<file path="src/rtl/trap_pkg.sv">
package trap_pkg;

   typedef enum logic [2:0] {
      EV_NONE = 3'd0,
      EV_IRQ  = 3'd1,
      EV_BRK  = 3'd2,
      EV_HWX  = 3'd3,
      EV_MMU  = 3'd4
   } trap_ev_e;

   // status word bit positions (shadow = live + 1)
   localparam int ST_IE  = 1;
   localparam int ST_BIP = 3;
   localparam int ST_EIP = 9;
   localparam int ST_UM  = 11;
   localparam int ST_UMS = 12;
   localparam int ST_VM  = 13;
   localparam int ST_VMS = 14;
   localparam int ST_TOP = ST_VMS;

   // exception status layout
   localparam int XS_CODE_W = 5;
   localparam int XS_SYN_LSB = 5;
   localparam int XS_SYN_W = 7;
   localparam int XS_STORE = 10;
   localparam int XS_DS = 12;

   localparam logic [XS_CODE_W-1:0] CODE_UNALIGN  = 5'd1;
   localparam logic [XS_CODE_W-1:0] CODE_MMU_BASE = 5'd16;

   // handler vector offsets
   localparam int OFS_IRQ = 'h10;
   localparam int OFS_BRK = 'h18;
   localparam int OFS_EXC = 'h20;

   // return-address register indexes
   localparam int RIDX_IRQ = 14;
   localparam int RIDX_BRK = 16;
   localparam int RIDX_EXC = 17;

endpackage

</file>
<file path="src/rtl/trap_arbiter.sv">
module trap_arbiter
   import trap_pkg::*;
#(
   parameter bit HAS_EXC = 1'b1
) (
   input  logic     irq_i,
   input  logic     brk_i,
   input  logic     hwx_i,
   input  logic     mmu_i,
   input  logic     st_ie_i,
   input  logic     st_eip_i,
   input  logic     st_bip_i,
   input  logic     in_dslot_i,
   input  logic     after_imm_i,
   output trap_ev_e ev_o
);

   logic hwx_live;
   logic irq_ok;

   generate
      if (HAS_EXC) begin : g_exc_on
         assign hwx_live = hwx_i;
      end else begin : g_exc_off
         assign hwx_live = 1'b0;
      end
   endgenerate

   assign irq_ok = irq_i & st_ie_i & ~st_eip_i & ~st_bip_i
                 & ~in_dslot_i & ~after_imm_i;

   always_comb begin
      if (mmu_i)         ev_o = EV_MMU;
      else if (hwx_live) ev_o = EV_HWX;
      else if (brk_i)    ev_o = EV_BRK;
      else if (irq_ok)   ev_o = EV_IRQ;
      else               ev_o = EV_NONE;
   end

endmodule

</file>
<file path="src/rtl/trap_retaddr.sv">
module trap_retaddr
   import trap_pkg::*;
#(
   parameter int               XLEN     = 32,
   parameter int               IDX_W    = 5,
   parameter logic [XLEN-1:0]  VEC_BASE = '0
) (
   input  trap_ev_e         ev_i,
   input  logic [XLEN-1:0]  pc_i,
   input  logic             in_dslot_i,
   input  logic             after_imm_i,
   input  logic             branch_imm_i,
   output logic [XLEN-1:0]  vec_o,
   output logic [IDX_W-1:0] idx_o,
   output logic [XLEN-1:0]  data_o
);

   localparam logic [XLEN-1:0] STEP = XLEN'(4);

   logic [XLEN-1:0] rewind;

   always_comb begin
      if (in_dslot_i)
         rewind = branch_imm_i ? (STEP << 1) : STEP;
      else if (after_imm_i)
         rewind = STEP;
      else
         rewind = '0;
   end

   always_comb begin
      vec_o  = VEC_BASE;
      idx_o  = '0;
      data_o = pc_i;
      unique case (ev_i)
         EV_IRQ: begin
            vec_o = VEC_BASE + XLEN'(OFS_IRQ);
            idx_o = IDX_W'(RIDX_IRQ);
         end
         EV_BRK: begin
            vec_o = VEC_BASE + XLEN'(OFS_BRK);
            idx_o = IDX_W'(RIDX_BRK);
         end
         EV_HWX: begin
            vec_o  = VEC_BASE + XLEN'(OFS_EXC);
            idx_o  = IDX_W'(RIDX_EXC);
            data_o = pc_i + STEP;
         end
         EV_MMU: begin
            vec_o  = VEC_BASE + XLEN'(OFS_EXC);
            idx_o  = IDX_W'(RIDX_EXC);
            data_o = pc_i - rewind;
         end
         default: ;
      endcase
   end

endmodule

</file>
<file path="src/rtl/trap_status.sv">
module trap_status
   import trap_pkg::*;
#(
   parameter int XLEN = 32
) (
   input  trap_ev_e                ev_i,
   input  logic [XLEN-1:0]         msr_i,
   input  logic                    in_dslot_i,
   input  logic [XLEN-1:0]         btarget_i,
   input  logic                    hwx_unaligned_i,
   input  logic [XS_CODE_W-1:0]    hwx_code_i,
   input  logic [XS_SYN_W-1:0]     hwx_synd_i,
   input  logic [XLEN-1:0]         hwx_addr_i,
   input  logic                    mmu_miss_i,
   input  logic                    mmu_fetch_i,
   input  logic                    mmu_store_i,
   input  logic [XLEN-1:0]         mmu_addr_i,
   input  logic [XLEN-1:0]         esr_q_i,
   input  logic [XLEN-1:0]         ear_q_i,
   input  logic [XLEN-1:0]         btr_q_i,
   output logic [XLEN-1:0]         msr_o,
   output logic [XLEN-1:0]         esr_o,
   output logic [XLEN-1:0]         ear_o,
   output logic [XLEN-1:0]         btr_o
);

   localparam int NPAIR = 2;
   localparam int LIVE_POS [NPAIR] = '{ST_UM, ST_VM};

   logic is_exc;
   logic [XLEN-1:0] msr_ev;
   logic [XLEN-1:0] msr_mode;

   assign is_exc = (ev_i == EV_HWX) || (ev_i == EV_MMU);

   // event-specific in-progress / enable bits and syndrome
   always_comb begin
      msr_ev = msr_i;
      esr_o  = esr_q_i;
      ear_o  = ear_q_i;
      btr_o  = btr_q_i;
      unique case (ev_i)
         EV_IRQ: msr_ev[ST_IE] = 1'b0;
         EV_BRK: msr_ev[ST_BIP] = 1'b1;
         EV_HWX: begin
            msr_ev[ST_EIP] = 1'b1;
            esr_o = '0;
            if (hwx_unaligned_i) begin
               esr_o[XS_CODE_W-1:0] = CODE_UNALIGN;
               esr_o[XS_SYN_LSB +: XS_SYN_W] = hwx_synd_i;
               ear_o = hwx_addr_i;
            end else begin
               esr_o[XS_CODE_W-1:0] = hwx_code_i;
            end
         end
         EV_MMU: begin
            msr_ev[ST_EIP] = 1'b1;
            esr_o = '0;
            esr_o[XS_CODE_W-1:0] = CODE_MMU_BASE
                                 | {3'b000, mmu_miss_i, mmu_fetch_i};
            esr_o[XS_STORE] = mmu_store_i;
            ear_o = mmu_addr_i;
         end
         default: ;
      endcase
      if (is_exc) begin
         esr_o[XS_DS] = in_dslot_i;
         if (in_dslot_i)
            btr_o = btarget_i;
      end
   end

   // save translation/user mode into shadow bits, then drop them
   generate
      for (genvar p = 0; p < NPAIR; p++) begin : g_mode
         localparam int LP = LIVE_POS[p];
         assign msr_mode[LP + 1] = (ev_i != EV_NONE) ? msr_i[LP] : msr_ev[LP + 1];
         assign msr_mode[LP]     = (ev_i != EV_NONE) ? 1'b0      : msr_ev[LP];
      end
      for (genvar b = 0; b < XLEN; b++) begin : g_pass
         if (b != ST_UM && b != ST_UMS && b != ST_VM && b != ST_VMS) begin : g_keep
            assign msr_mode[b] = msr_ev[b];
         end
      end
   endgenerate

   assign msr_o = msr_mode;

endmodule

</file>
<file path="src/rtl/trap_entry_ctrl.sv">
module trap_entry_ctrl
   import trap_pkg::*;
#(
   parameter int               XLEN     = 32,
   parameter int               IDX_W    = 5,
   parameter logic [XLEN-1:0]  VEC_BASE = 32'h0000_1000,
   parameter bit               HAS_EXC  = 1'b1
) (
   input  logic             clk,
   input  logic             rst_n,
   input  logic [XLEN-1:0]  pc_i,
   input  logic [XLEN-1:0]  msr_i,
   input  logic             in_dslot_i,
   input  logic             after_imm_i,
   input  logic             branch_imm_i,
   input  logic [XLEN-1:0]  btarget_i,
   input  logic             irq_i,
   input  logic             brk_i,
   input  logic             hwx_i,
   input  logic             hwx_unaligned_i,
   input  logic [4:0]       hwx_code_i,
   input  logic [6:0]       hwx_synd_i,
   input  logic [XLEN-1:0]  hwx_addr_i,
   input  logic             mmu_i,
   input  logic             mmu_miss_i,
   input  logic             mmu_fetch_i,
   input  logic             mmu_store_i,
   input  logic [XLEN-1:0]  mmu_addr_i,
   output logic             taken_o,
   output logic [XLEN-1:0]  next_pc_o,
   output logic             rf_we_o,
   output logic [IDX_W-1:0] rf_idx_o,
   output logic [XLEN-1:0]  rf_data_o,
   output logic             msr_we_o,
   output logic [XLEN-1:0]  msr_o,
   output logic [XLEN-1:0]  esr_o,
   output logic [XLEN-1:0]  ear_o,
   output logic [XLEN-1:0]  btr_o,
   output logic             resv_clr_o,
   output logic             ctx_clr_o
);

   localparam int MIN_XLEN = ST_TOP + 1;
   localparam int VEC_ALIGN = OFS_EXC * 2;

   generate
      if (XLEN < MIN_XLEN || XLEN < XS_DS + 1) begin : g_bad_xlen
         $error("trap_entry_ctrl: XLEN too narrow for status layout");
      end
      if ((1 << IDX_W) <= RIDX_EXC) begin : g_bad_idx
         $error("trap_entry_ctrl: IDX_W cannot address the link registers");
      end
      if ((VEC_BASE % VEC_ALIGN) != 0) begin : g_bad_vec
         $error("trap_entry_ctrl: VEC_BASE must be aligned to the vector table");
      end
   endgenerate

   trap_ev_e ev;
   logic [XLEN-1:0]  vec_n, rdata_n, msr_n, esr_n, ear_n, btr_n;
   logic [IDX_W-1:0] idx_n;
   logic             pulse_q;

   trap_arbiter #(.HAS_EXC(HAS_EXC)) u_arb (
      .irq_i       (irq_i),
      .brk_i       (brk_i),
      .hwx_i       (hwx_i),
      .mmu_i       (mmu_i),
      .st_ie_i     (msr_i[ST_IE]),
      .st_eip_i    (msr_i[ST_EIP]),
      .st_bip_i    (msr_i[ST_BIP]),
      .in_dslot_i  (in_dslot_i),
      .after_imm_i (after_imm_i),
      .ev_o        (ev)
   );

   trap_retaddr #(.XLEN(XLEN), .IDX_W(IDX_W), .VEC_BASE(VEC_BASE)) u_ret (
      .ev_i         (ev),
      .pc_i         (pc_i),
      .in_dslot_i   (in_dslot_i),
      .after_imm_i  (after_imm_i),
      .branch_imm_i (branch_imm_i),
      .vec_o        (vec_n),
      .idx_o        (idx_n),
      .data_o       (rdata_n)
   );

   trap_status #(.XLEN(XLEN)) u_st (
      .ev_i            (ev),
      .msr_i           (msr_i),
      .in_dslot_i      (in_dslot_i),
      .btarget_i       (btarget_i),
      .hwx_unaligned_i (hwx_unaligned_i),
      .hwx_code_i      (hwx_code_i),
      .hwx_synd_i      (hwx_synd_i),
      .hwx_addr_i      (hwx_addr_i),
      .mmu_miss_i      (mmu_miss_i),
      .mmu_fetch_i     (mmu_fetch_i),
      .mmu_store_i     (mmu_store_i),
      .mmu_addr_i      (mmu_addr_i),
      .esr_q_i         (esr_o),
      .ear_q_i         (ear_o),
      .btr_q_i         (btr_o),
      .msr_o           (msr_n),
      .esr_o           (esr_n),
      .ear_o           (ear_n),
      .btr_o           (btr_n)
   );

   always_ff @(posedge clk) begin
      if (!rst_n) begin
         pulse_q   <= 1'b0;
         next_pc_o <= '0;
         rf_idx_o  <= '0;
         rf_data_o <= '0;
         msr_o     <= '0;
         esr_o     <= '0;
         ear_o     <= '0;
         btr_o     <= '0;
      end else begin
         pulse_q <= (ev != EV_NONE);
         if (ev != EV_NONE) begin
            next_pc_o <= vec_n;
            rf_idx_o  <= idx_n;
            rf_data_o <= rdata_n;
            msr_o     <= msr_n;
            esr_o     <= esr_n;
            ear_o     <= ear_n;
            btr_o     <= btr_n;
         end
      end
   end

   assign taken_o    = pulse_q;
   assign rf_we_o    = pulse_q;
   assign msr_we_o   = pulse_q;
   assign resv_clr_o = pulse_q;
   assign ctx_clr_o  = pulse_q;

endmodule

</file>
<file path="config.mk">
export PLATFORM = sky130hd
export DESIGN_NAME = trap_entry_ctrl
export DESIGN_NICKNAME = d
export VERILOG_FILES = /design/src/rtl/trap_pkg.sv /design/src/rtl/trap_arbiter.sv /design/src/rtl/trap_retaddr.sv /design/src/rtl/trap_status.sv /design/src/rtl/trap_entry_ctrl.sv
export SDC_FILE = /design/constraint.sdc
export NUM_CORES = 1
export LEC_CHECK = 0
export BUFFER_PORTS_ARGS = -buffer_cell sky130_fd_sc_hd__clkbuf_2
export CORE_MARGIN = 4
export CORE_UTILIZATION = 35
export DETAILED_ROUTE_END_ITERATION = 12
export PLACE_DENSITY_LB_ADDON = 0.2
export SYNTH_ARGS = -nofsm -noshare
export SYNTH_HDL_FRONTEND = slang
export SYNTH_HIERARCHICAL = 1
export SYNTH_SLANG_ARGS = --single-unit
export TNS_END_PERCENT = 1
</file>
<file path="constraint.sdc">
create_clock -name clk -period 4.1 [get_ports clk]
set_input_delay 0.41 -clock clk [delete_from_list [all_inputs] [get_ports clk]]
set_output_delay 0.41 -clock clk [all_outputs]
set_load 0.005 [all_outputs]
</file>
After elaboration in Yosys (flattened, before gate mapping)
Cells that the tools add are included.

Shifts and indexed selects: 0. Multiply operators: 0. Reduce and logical (&&, ||, !) cells: 9. Equality and inequality tests: 5. Add/sub/neg operators: 2. Multiplexer cells: 19. Div/mod/pow operators: 0. Bitwise operators: 9. Order comparisons: 0.

Operators with widths (number): $pmux 32 s2 (3); $mux 32 (2); $add 32x3->32 const B (1); $sub 32x32->32 (1); $pmux 6 s3 (1); $pmux 5 s3 (1); $mux 3 (4); $mux 7 (1); $eq 3x2->1 const B (2); $reduce_and 3->1 (2); $reduce_bool 3->1 (2); $and 1x1->1 (5); $mux 1 (5); $mux 5 (1); $mux 4 (1); $not 1->1 (4); $reduce_and 2->1 (2); $eq 3x1->1 const B (1); $eq 3x3->1 const B (1); $ne 2x2->1 const B (1); $reduce_bool 2->1 (1); $reduce_or 2->1 (1); $logic_or 1x1->1 (1).

ROM bits: 0. Output and inout bits: 202. Flip-flop bits (word level): 196. Logic and storage cells: 53. RAM bits: 0. Memories: 0. Bits in latches: 0.

Depth between registers and ports, before layout
Gate-level depths: netlist of run 1.

Depth after elaboration: 13. Gate-level depth with buffers: 19. Depth with buffers taken out: 19.

Modules after synthesis
Netlist of run 1, hierarchy kept.

By module, submodules not included: trap_entry_ctrl (area an instance 7927.6 µm², cells an instance 861, instances 1, seq. area each 3963.8 µm²); trap_retaddr (area an instance 2199.6 µm², cells an instance 344, instances 1, seq. area each 0.0 µm²); trap_status (area an instance 1729.2 µm², cells an instance 195, instances 1, seq. area each 0.0 µm²); trap_arbiter (area an instance 50.0 µm², cells an instance 7, instances 1, seq. area each 0.0 µm²).

Worst setup path before layout of run 1
No wires, ideal clock.

Path type: input to register. Start: in mmu_i. End: reg rf_data_o[30]. Data arrival time: 3.792 ns. Setup slack: 0.237 ns. Data required time: 4.028 ns. Cell stages on the path: 19. Library setup time: 0.072 ns. Cells stage by stage: nor4_2 -> a41o_1 -> nor2_1 -> nand2_1 -> inv_1 -> nand2_1 -> ha_1 -> inv_1 -> fa_1 -> a21oi_1 -> nor2_1 -> o21ai_0 -> nand3_1 -> a211oi_1 -> a21oi_1 -> xnor2_1 -> o21ai_0 -> nand2_1 -> mux2i_1.

Word-level cells in the longest chain between the ends: 3.

RTL lines: start, declared (RTL line trap_entry_ctrl.sv:24) `input logic mmu_i,`; $mux 3 (*) (RTL line trap_arbiter.sv:33) `if (mmu_i) ev_o = EV_MMU;`; net ev[0] (RTL line trap_entry_ctrl.sv:58) `trap_ev_e ev;`; $eq 3x3->1 / $eq 3x2->1 (equally long branches) (RTL line trap_retaddr.sv:35) `unique case (ev_i)`; $pmux 32 s2 (*) (RTL line trap_retaddr.sv:35); net rdata_n[30] (RTL line trap_entry_ctrl.sv:59) `logic [XLEN-1:0] vec_n, rdata_n, msr_n, esr_n, ear_n, btr_n;`; end signal, assigned (RTL line trap_entry_ctrl.sv:124) `rf_data_o <= rdata_n;`; end, declared (RTL line trap_entry_ctrl.sv:33) `output logic [XLEN-1:0] rf_data_o,`.

Mark *: on every way through the listed nets, which the timed path passes. The rest lies on a longest branch. A chain may end at the register's enable or synchronous reset.

Worst setup path after layout of run 1
Same ends and word-level chain as after synthesis.

==> flow_summary.json, run 1 <==
{
  "gp_routability_congestion": 0.814,
  "critical_path_arrival_ns": 3.83,
  "htreeDepth": 4,
  "switching_share_pct": 30.6,
  "grt_pass1_wl_mm": 51.8,
  "worstPathBufferInverterCount": 3,
  "ys_seq_area_share_pct": 33.3,
  "cts.repair.resized": 0,
  "post-route-period-util_pct": 84.4,
  "fin_skew_ns": 0,
  "synth-seq-cells": 198,
  "io_buffers": 386,
  "io_pins": 387,
  "syn2layout_area_growth_pct": 18.7,
  "pwr-share-clk_pct": 34.2,
  "grt_overflow": 0,
  "end_kind": "register",
  "grt_antenna_before_repair": 1,
  "grt_max_degree": 149,
  "yosys_warnings": 6,
  "dieArea_um2": 37000,
  "synth_edf_count": 0,
  "hold_viol_final": 0,
  "met3_usage_pct": 5.75,
  "cts_tree": "yes",
  "ys.flop_type": "dfxtp_1",
  "maxSlewHeadroom_pct": 33.7,
  "ant_nets": 0,
  "crit_slowest_cell": "a211oi_1",
  "utilization_pct": 42.1,
  "clk_latency_ns": 0.44,
  "report.final.setup_viol": 0,
  "syn_area_um2": 11900,
  "max_freq_mhz": 289,
  "criticalPathCategory": "primary input to register",
  "fin_crit_ns": 3.46,
  "grt_util_all_layers_pct": 17.6,
  "fp.dieH_um": 192,
  "clk_pin_slew_worst_paths_ns": 0.07,
  "post-cts-setup-buffers": 0,
  "fin_setup_tns_ns": 0,
  "drv_cap": 0,
  "grt_pass1_vias": 9692,
  "critPathMaxStageDelay_ns": 0.44,
  "fp.coreArea_um2": 33500,
  "cp_data_required_time_ns": 4.46,
  "crit_chain": "clkbuf_2 -> and2b_2 -> a41o_1 -> nor2_1 -> nand2_1 -> inv_1 -> buf_4 -> ha_1 -> a21oi_1 -> nor2_1 -> o21ai_0 -> nand3_1 -> a211oi_1 -> a21oi_1 -> xnor2_1 -> o21ai_0 -> nand2_1 -> mux2i_1",
  "drive_gt1_share_pct": 28.5,
  "hp-class": "primary input to register",
  "initial_core_util_pct": 35.5,
  "hold_ws_ns": 0.182,
  "ff2ff_setup_slack_ns": 3.17,
  "drt_iter0_drc": 455,
  "viasPerCell": 4.72,
  "p_sw_uw": 1460,
  "crit_fanout": 28,
  "cts_root_buffer": "clkbuf_16",
  "place_hpwl_mm": 25.3,
  "critical_path.top_delay_family": "compound AO/OA/AOI/OAI gates",
  "grt.met1_usage_pct": 21.4,
  "firstDrtPassIters": 5,
  "wire_per_inst_um": 15.8,
  "p_int_uw": 3330,
  "vias": 10200,
  "maxSlewViolCount": 0,
  "async_flop_share_pct": 0,
  "tightest_slew_ns": 0.995,
  "die_x_um": 192,
  "worst_setup_path_start_kind": "primary input",
  "grt-busiest-layer": "met2",
  "syn_inst": 1407,
  "pwr-share-comb_pct": 21.8,
  "leakagePower_uw": 0.00682,
  "cts_hold_buffers": 0,
  "ir_worst_vdd_uv": 290,
  "num-nets-final": 1913,
  "rsz0062_at_grt": "false",
  "clock_path_buffers": 2,
  "drc": 0,
  "ys_types": 63,
  "p_per_area_nw_per_um2": 339,
  "std_cell_rows": 67,
  "cts_num_sinks": 198,
  "status": "finished, final reports clean",
  "routed_wl_mm": 34.1,
  "use_met2_pct": 30.2,
  "cts_buffers": 17,
  "power.share.sequential_pct": 44.0,
  "syn_avg_cell_area_um2": 8.46
}
-- power by group through the flow --
stage | Sequential, uW | Clock [uW] | Combinational [uW]
3_5_place_dp | 2150 | 0 | 1050
2_1_floorplan | 2160 | 0 | 730
5_1_grt | 2120 | 1780 | 1160
3_3_place_gp | 2150 | 0 | 1050
4_1_cts | 2110 | 1700 | 1060
6_report | 2110 | 1640 | 1050
-- sequential cells by signal, summed over array words and instances, names as in the netlist --
| name | cells |
|---|---|
| ear_o | 32 |
| rf_idx_o | 5 |
| next_pc_o | 32 |
| rf_data_o | 32 |
| msr_o | 32 |
| ctx_clr_o | 1 |
| esr_o | 32 |
| btr_o | 32 |
-- final timing paths --
kind,from,end,cells past startpoint
min reg2reg,rf_data_o[27],rf_data_o[27],2
max reg2reg,esr_o[0],esr_o[0],3
max,mmu_i,rf_data_o[30],18
min,msr_i[25],msr_o[25],3
-- Yosys cell counts (7+ instances only) --
cell,number,area [um^2]
buf_4,74,556
buf_8,11,165
a21oi_1,39,195
inv_1,10,37.5
xnor2_1,13,114
ha_1,29,363
buf_2,44,220
a21o_1,49,368
and2_1,21,131
nor2_1,49,184
o21ai_0,28,140
mux2i_1,197,1970
nor3_1,7,35.0
nand3_1,9,45.0
nand2_1,432,1620
mux2_4,29,435
xor2_1,14,123
dfxtp_1,198,3960
a22o_1,39,342
clkbuf_1,23,86.3
-- layer usage --
layer | up-vias | share of wire (%)
met2 | 284 | 48
li1 | 5242 | -
met3 | 26 | 8.0
met5 | - | 0.038
met1 | 4645 | 43
met4 | 2 | 1.5
-- tightest hold or removal path: cells and delay by family --
kind	cells	cell delay, ns
and+or+nand+nor	1	0.04
buffers and inverters	1	0.08
muxes	1	0.05
-- logic make-up (layout without fill, tap and decap cells) --
kind of cell | after synthesis | in the layout | synth area share [%]
AND/OR/NAND/NOR | 551 | 551 | 18.9
multiplexers | 231 | 231 | 20.7
AO/OA/AOI/OAI | 198 | 198 | 11.9
flip-flops | 198 | 198 | 33.3
buffers and inverters | 170 | 447 | 9.92
adder cells (fa/ha/maj) | 30 | 30 | 3.22
XOR/XNOR | 27 | 27 | 1.99
other | 2 | 30 | 0.0631
-- stage by stage --
step | total power (uW) | setup slack (ns) | instances | cell area, um^2
floorplan | 2890 | 0.237 | 1434 | 12000
detailed placement | 3200 | 0.179 | 2127 | 13600
CTS | 4860 | 0.654 | 2159 | 14100
finish | 4790 | 0.638 | 2160 | 14100
global placement | 3190 | 0.245 | 2127 | 13600
global route | 5070 | 0.219 | 2159 | 14100
-- layout by cell type, fill, tap and decap left out, drive strengths merged, types with 3 or more instances in the layout --
master | synthesis | routed
a211oi | 4 | 4
a21boi | 3 | 3
a21o | 49 | 49
a21oi | 39 | 39
a221o | 3 | 3
a22o | 39 | 39
a31oi | 5 | 5
and2 | 21 | 21
and3 | 5 | 5
buf | 137 | 20
clkbuf | 23 | 403
clkinv | 0 | 3
clkinvlp | 0 | 5
conb | 2 | 29
dfxtp | 198 | 198
ha | 29 | 29
inv | 10 | 16
mux2 | 34 | 34
mux2i | 197 | 197
nand2 | 432 | 432
nand3 | 9 | 9
nand3b | 3 | 3
nand4 | 3 | 3
nor2 | 49 | 49
nor2b | 5 | 5
nor3 | 7 | 7
nor3b | 3 | 3
o21a | 5 | 5
o21ai | 32 | 32
o21bai | 3 | 3
o31a | 3 | 3
or2 | 4 | 4
xnor2 | 13 | 13
xor2 | 14 | 14
-- layout make-up --
class	count	area [um^2]
fill	3437	19400
clock buffer	18	439
timing repair buffer	405	2120
multi-input combinational	1066	6880
antenna	1	2.50
clock inverter	14	119
sequential	198	3960
tap	448	561
inverter	10	37.5
(Power assumes the default switching activity.)
==> run 2, diff against run 1 <==
==> constraint.sdc (replaced) <==
create_clock -name clk -period 3.4 [get_ports clk]
set_input_delay 0.34 -clock clk [delete_from_list [all_inputs] [get_ports clk]]
set_output_delay 0.34 -clock clk [all_outputs]
set_load 0.005 [all_outputs]
==> flow_summary.json, run 2 (synthesis gave the netlist of run 1 again) <==
{
  "status": "finished, final reports clean",
  "reg2reg_from": "esr_o[1]",
  "timing.final.ws_setup_ns": 0.169,
  "maxSlewViolCount": 0,
  "leakagePower_uw": 0.00733,
  "report.final.setup_viol": 0,
  "fp.coreArea_um2": 33500,
  "critical_path.top_delay_family": "compound AO/OA/AOI/OAI gates",
  "rsz0062_at_grt": "true",
  "drc": 0,
  "cts_root_buffer": "clkbuf_16",
  "grt_pass1_wl_mm": 53.2,
  "die_x_um": 192,
  "fin_skew_ns": 0,
  "fin_crit_ns": 3.23,
  "worstPathBufferInverterCount": 3,
  "hp-class": "primary input to register",
  "cts_buffers": 17,
  "vias": 10600,
  "gp_routability_congestion": 0.856,
  "post-route-period-util_pct": 95.0,
  "drive_gt1_share_pct": 33.4,
  "fillCellCount": 3423,
  "crit_fanout": 3,
  "maxSlewHeadroom_pct": 42.8,
  "crit_slowest_cell": "o41a_1",
  "grt_antenna_before_repair": 2,
  "grt_overflow": 0,
  "worst_setup_path_start_kind": "primary input",
  "max_freq_mhz": 309,
  "crit_chain": "clkbuf_2 -> and2b_2 -> a41o_2 -> nor2_1 -> nand2_1 -> buf_4 -> a21oi_1 -> ha_1 -> nor2b_1 -> o2111ai_1 -> buf_4 -> a21oi_1 -> o41a_1 -> a221o_1 -> a21oi_1 -> xor2_1 -> o21ai_1 -> nand2_1 -> mux2i_1",
  "drv_cap": 0,
  "diodes": 0,
  "pre_cts_ws_ns": -0.334,
  "ir_worst_vdd_uv": 364,
  "drt_iter0_drc": 390,
  "crit_start": "mmu_i",
  "critical_path_arrival_ns": 3.56,
  "clk_latency_ns": 0.45,
  "fin_cells": 2261,
  "num-nets-final": 2015,
  "critPathMaxStageDelay_ns": 0.36,
  "placed_cells": 2229,
  "cts_tree": "yes",
  "initial_core_util_pct": 35.5,
  "htreeDepth": 4,
  "wire_per_inst_um": 15.5,
  "place_hpwl_mm": 26.4,
  "dieArea_um2": 37000,
  "viasPerCell": 4.68,
  "io_pins": 387,
  "clock_path_buffers": 2,
  "grt_max_degree": 142,
  "cp_data_required_time_ns": 3.73,
  "grt_pass1_vias": 9913,
  "tightest_slew_ns": 0.857,
  "syn2layout_area_growth_pct": 26.0,
  "grt_util_all_layers_pct": 18.0,
  "p_per_area_nw_per_um2": 396,
  "multi_input_area_um2": 6950,
  "cp_common_cell": "a21oi_1",
  "io_buffers": 386,
  "final_common_cell": "nand2_1",
  "min-delay-start": "msr_i[16]",
  "routed_wl_mm": 35.1,
  "end_kind": "register",
  "layout_common_cells": "nand2_1, clkbuf_2, dfxtp_1",
  "cts_num_sinks": 198,
  "hold_viol_final": 0,
  "criticalPathCategory": "primary input to register",
  "ant_nets": 0,
  "seqCellArea_um2": 3960,
  "clk_pin_slew_worst_paths_ns": 0.08,
  "firstDrtPassIters": 4,
  "cts_hold_buffers": 0,
  "fp.dieH_um": 192,
  "std_cell_rows": 67
}
[run 2: cell count changes in the layout (fill, tap and decap cells not counted), moves of 2 or more]
cell | previous run | this run
buf_4 | 16 | 115
a21oi_1 | 39 | 35
a21oi_2 | 0 | 4
clkinv_4 | 1 | 5
buf_12 | 3 | 6
ha_1 | 29 | 26
o21ai_0 | 28 | 25
a211oi_1 | 3 | 1
a211oi_2 | 1 | 3
clkinvlp_4 | 5 | 3
ha_2 | 0 | 2
o21ai_2 | 1 | 3
[run 2: cell type report]
class | count | area share [%]
multi-input cells | 1066 | 46.3
flip-flops and latches | 198 | 26.4
repair buffers | 507 | 19.5
well taps | 448 | 3.74
clock buffers | 19 | 2.95
clock inverters | 13 | 0.767
inverters | 10 | 0.275
[run 2: per-stage QoR]
step,power [uW],cell area (um^2),util (%),hold WS (ns),setup TNS [ns]
detailed placement,4020,14400,42.9,0.451,-3.45
floorplan,3490,12000,-,0.454,-1.76
global route,6290,15000,44.7,0.0853,-0.101
global placement,4010,14400,42.9,0.444,-1.95
finish,5940,15000,44.7,0.103,0
CTS,6030,15000,44.6,0.0694,0
[run 2: metal layers]
layer	track usage [%]	vias to the layer above	wire, um
met3	4.72	23	2390
met4	4.47	4	393
li1	-	5437	-
met2	30.9	267	16800
met5	0	-	23
met1	22.5	4861	15500
[run 2: power by group]
group / internal [uW] / switching, uW / total (uW)
Sequential: 2460 / 82.9 / 2540
Combinational: 699 / 731 / 1430
Clock: 980 / 985 / 1960
Total: 4140 / 1800 / 5940
[run 2: worst register-to-register path, delay by kind of cell (launching register included)]
family,cells,cell delay [ns]
flops,1,0.33
simple gates,1,0.06
mux,1,0.06
compound gates,1,0.32
[run 2: timing repair]
item                                    CTS  global route
gates resized for setup                   0            12
setup buffers                             0             0
endpoints found under the setup margin    0            10
[run 2: path summary, 6_finish.rpt]
check                                endpoint  slack, ns  cells after the start
worst max-delay path            rf_data_o[25]       0.17                     19
worst min-delay path                msr_o[16]       0.10                      3
worst max register to register       esr_o[1]       2.51                      3
worst min register to register       msr_o[3]       0.46                      2
==> run 3, diff against run 2 <==
--- a/config.mk
+++ b/config.mk
@@ -9,6 +9,7 @@
 export CORE_MARGIN = 4
 export CORE_UTILIZATION = 35
 export DETAILED_ROUTE_END_ITERATION = 12
+export MAX_ROUTING_LAYER = met4
 export PLACE_DENSITY_LB_ADDON = 0.2
 export SYNTH_ARGS = -nofsm -noshare
 export SYNTH_HDL_FRONTEND = slang
==> flow_summary.json, run 3 (synthesis gave the netlist of run 1 again) <==
{
  "fp.coreArea_um2": 33500,
  "hp-class": "primary input to register",
  "final_common_cell": "nand2_1",
  "grt_overflow": 0,
  "layout_common_cells": "nand2_1, clkbuf_2, dfxtp_1",
  "cts_buffers": 17,
  "die_x_um": 192,
  "ir_worst_vdd_uv": 336,
  "maxSlewViolCount": 0,
  "grt_pass1_wl_mm": 52.8,
  "criticalPathCategory": "primary input to register",
  "grt_max_degree": 135,
  "report.final.setup_viol": 0,
  "rsz0062_at_grt": "false",
  "initial_core_util_pct": 35.5,
  "fin_crit_ns": 3.15,
  "wire_per_inst_um": 15.5,
  "io_buffers": 386,
  "clk_latency_ns": 0.44,
  "drv_cap": 0,
  "grt_util_all_layers_pct": 18.4,
  "fin_cells": 2247,
  "num-nets-final": 1997,
  "cts_tree": "yes",
  "post-route-period-util_pct": 92.6,
  "cts_num_sinks": 198,
  "std_cell_rows": 67,
  "p_per_area_nw_per_um2": 400,
  "fin_skew_ns": 0,
  "hold_viol_final": 0,
  "tightest_slew_ns": 0.829,
  "critical_path_arrival_ns": 3.52,
  "routed_wl_mm": 34.9,
  "leakagePower_uw": 0.00726,
  "placed_cells": 2211,
  "drt_iter0_drc": 430,
  "io_pins": 387,
  "cp_data_required_time_ns": 3.77,
  "viasPerCell": 4.65,
  "ant_nets": 0,
  "crit_fanout": 15,
  "fp.dieH_um": 192,
  "worst_setup_path_start_kind": "primary input",
  "end_kind": "register",
  "grt_antenna_before_repair": 4,
  "gp_routability_congestion": 0.850,
  "post-cts-setup-buffers": 0,
  "clk_pin_slew_worst_paths_ns": 0.07,
  "dieArea_um2": 37000,
  "clock_path_buffers": 2,
  "drive_gt1_share_pct": 32.3,
  "grt_pass1_vias": 9854,
  "drc": 0,
  "fillCellCount": 3426,
  "max_freq_mhz": 318,
  "hold_ws_ns": 0.113,
  "htreeDepth": 4,
  "place_hpwl_mm": 26.1,
  "cts_root_buffer": "clkbuf_16",
  "syn2layout_area_growth_pct": 25.2,
  "status": "finished, final reports clean",
  "firstDrtPassIters": 4,
  "maxSlewHeadroom_pct": 44.7,
  "vias": 10400
}
==> run 3: changes by cell type in the layout (fill, tap and decap cells not counted), sizes merged <==
| cell | delta |
|---|---|
| buf | -18 |
| bufinv | +1 |
| clkbuf | +1 |
| clkinv | -3 |
| clkinvlp | +2 |
| diode | +4 |
| inv | -1 |
==> run 3: path summary, 6_finish.rpt <==
| kind | startpoint | end | slack, ns | cells after the start |
|---|---|---|---|---|
| worst max register to register | esr_o[1] | esr_o[1] | 2.53 | 3 |
| worst min-delay path | pc_i[0] | rf_data_o[0] | 0.11 | 3 |
| worst max-delay path | mmu_i | rf_data_o[30] | 0.25 | 19 |
| worst min register to register | msr_o[13] | msr_o[13] | 0.46 | 2 |
==> run 3: critical path, cell delays in order <==
cell,delay [ns]
clkbuf_2,0.10
nor4_2,0.25
a41o_2,0.23
nor2_1,0.05
nand2_1,0.11
clkinvlp_4,0.12
buf_12,0.16
buf_4,0.20
ha_1,0.35
or2_2,0.31
a21oi_1,0.20
o31a_1,0.15
o21ai_0,0.09
a211oi_2,0.25
a21oi_1,0.12
xnor2_1,0.13
o21ai_0,0.13
nand2_1,0.06
mux2i_1,0.14
==> run 3: area by class of cell <==
| class | count | area [um^2] | area share, % |
|---|---|---|---|
| multi-input cells | 1066 | 6920 | 46.4 |
| flip-flops and latches | 198 | 3960 | 26.6 |
| repair buffers | 489 | 2840 | 19.1 |
| well taps | 448 | 561 | 3.76 |
| clock buffers | 20 | 457 | 3.06 |
| clock inverters | 12 | 119 | 0.797 |
| inverters | 10 | 41.3 | 0.277 |
| diodes | 4 | 10.0 | 0.0671 |
==> run 3: report_power, final <==
| group | internal [uW] | total [uW] | switching (uW) |
|---|---|---|---|
| logic | 682 | 1410 | 724 |
| clock network | 1060 | 2010 | 951 |
| registers | 2460 | 2540 | 83.6 |
==> run 3: per-layer routing <==
layer | track usage (%) | share of wire, % | vias up
met2 | 30.5 | 47 | 265
met1 | 22.4 | 45 | 4749
met4 | 3.76 | 0.88 | 0
met3 | 5.55 | 7.9 | 18
met5 | - | 0 | -
li1 | - | - | 5415
==> run 3: stage by stage <==
| step | setup TNS, ns | cell area (um^2) | worst slack, ns | util, % | total power (uW) |
|---|---|---|---|---|---|
| after CTS | 0 | 14900 | 0.221 | 44.4 | 6070 |
| after global routing | 0 | 14900 | 0.00343 | 44.5 | 6310 |
| after floorplan | -1.76 | 12000 | -0.237 | - | 3490 |
| final | 0 | 14900 | 0.252 | 44.5 | 5960 |
| after detailed placement | -2.28 | 14300 | -0.260 | 42.7 | 4010 |
| after global placement | -1.80 | 14300 | -0.252 | 42.7 | 4000 |
==> run 3: what timing repair did <==
item,in CTS,in global routing
hold buffers,0,0
setup endpoints to repair,0,4
resized for setup,0,1
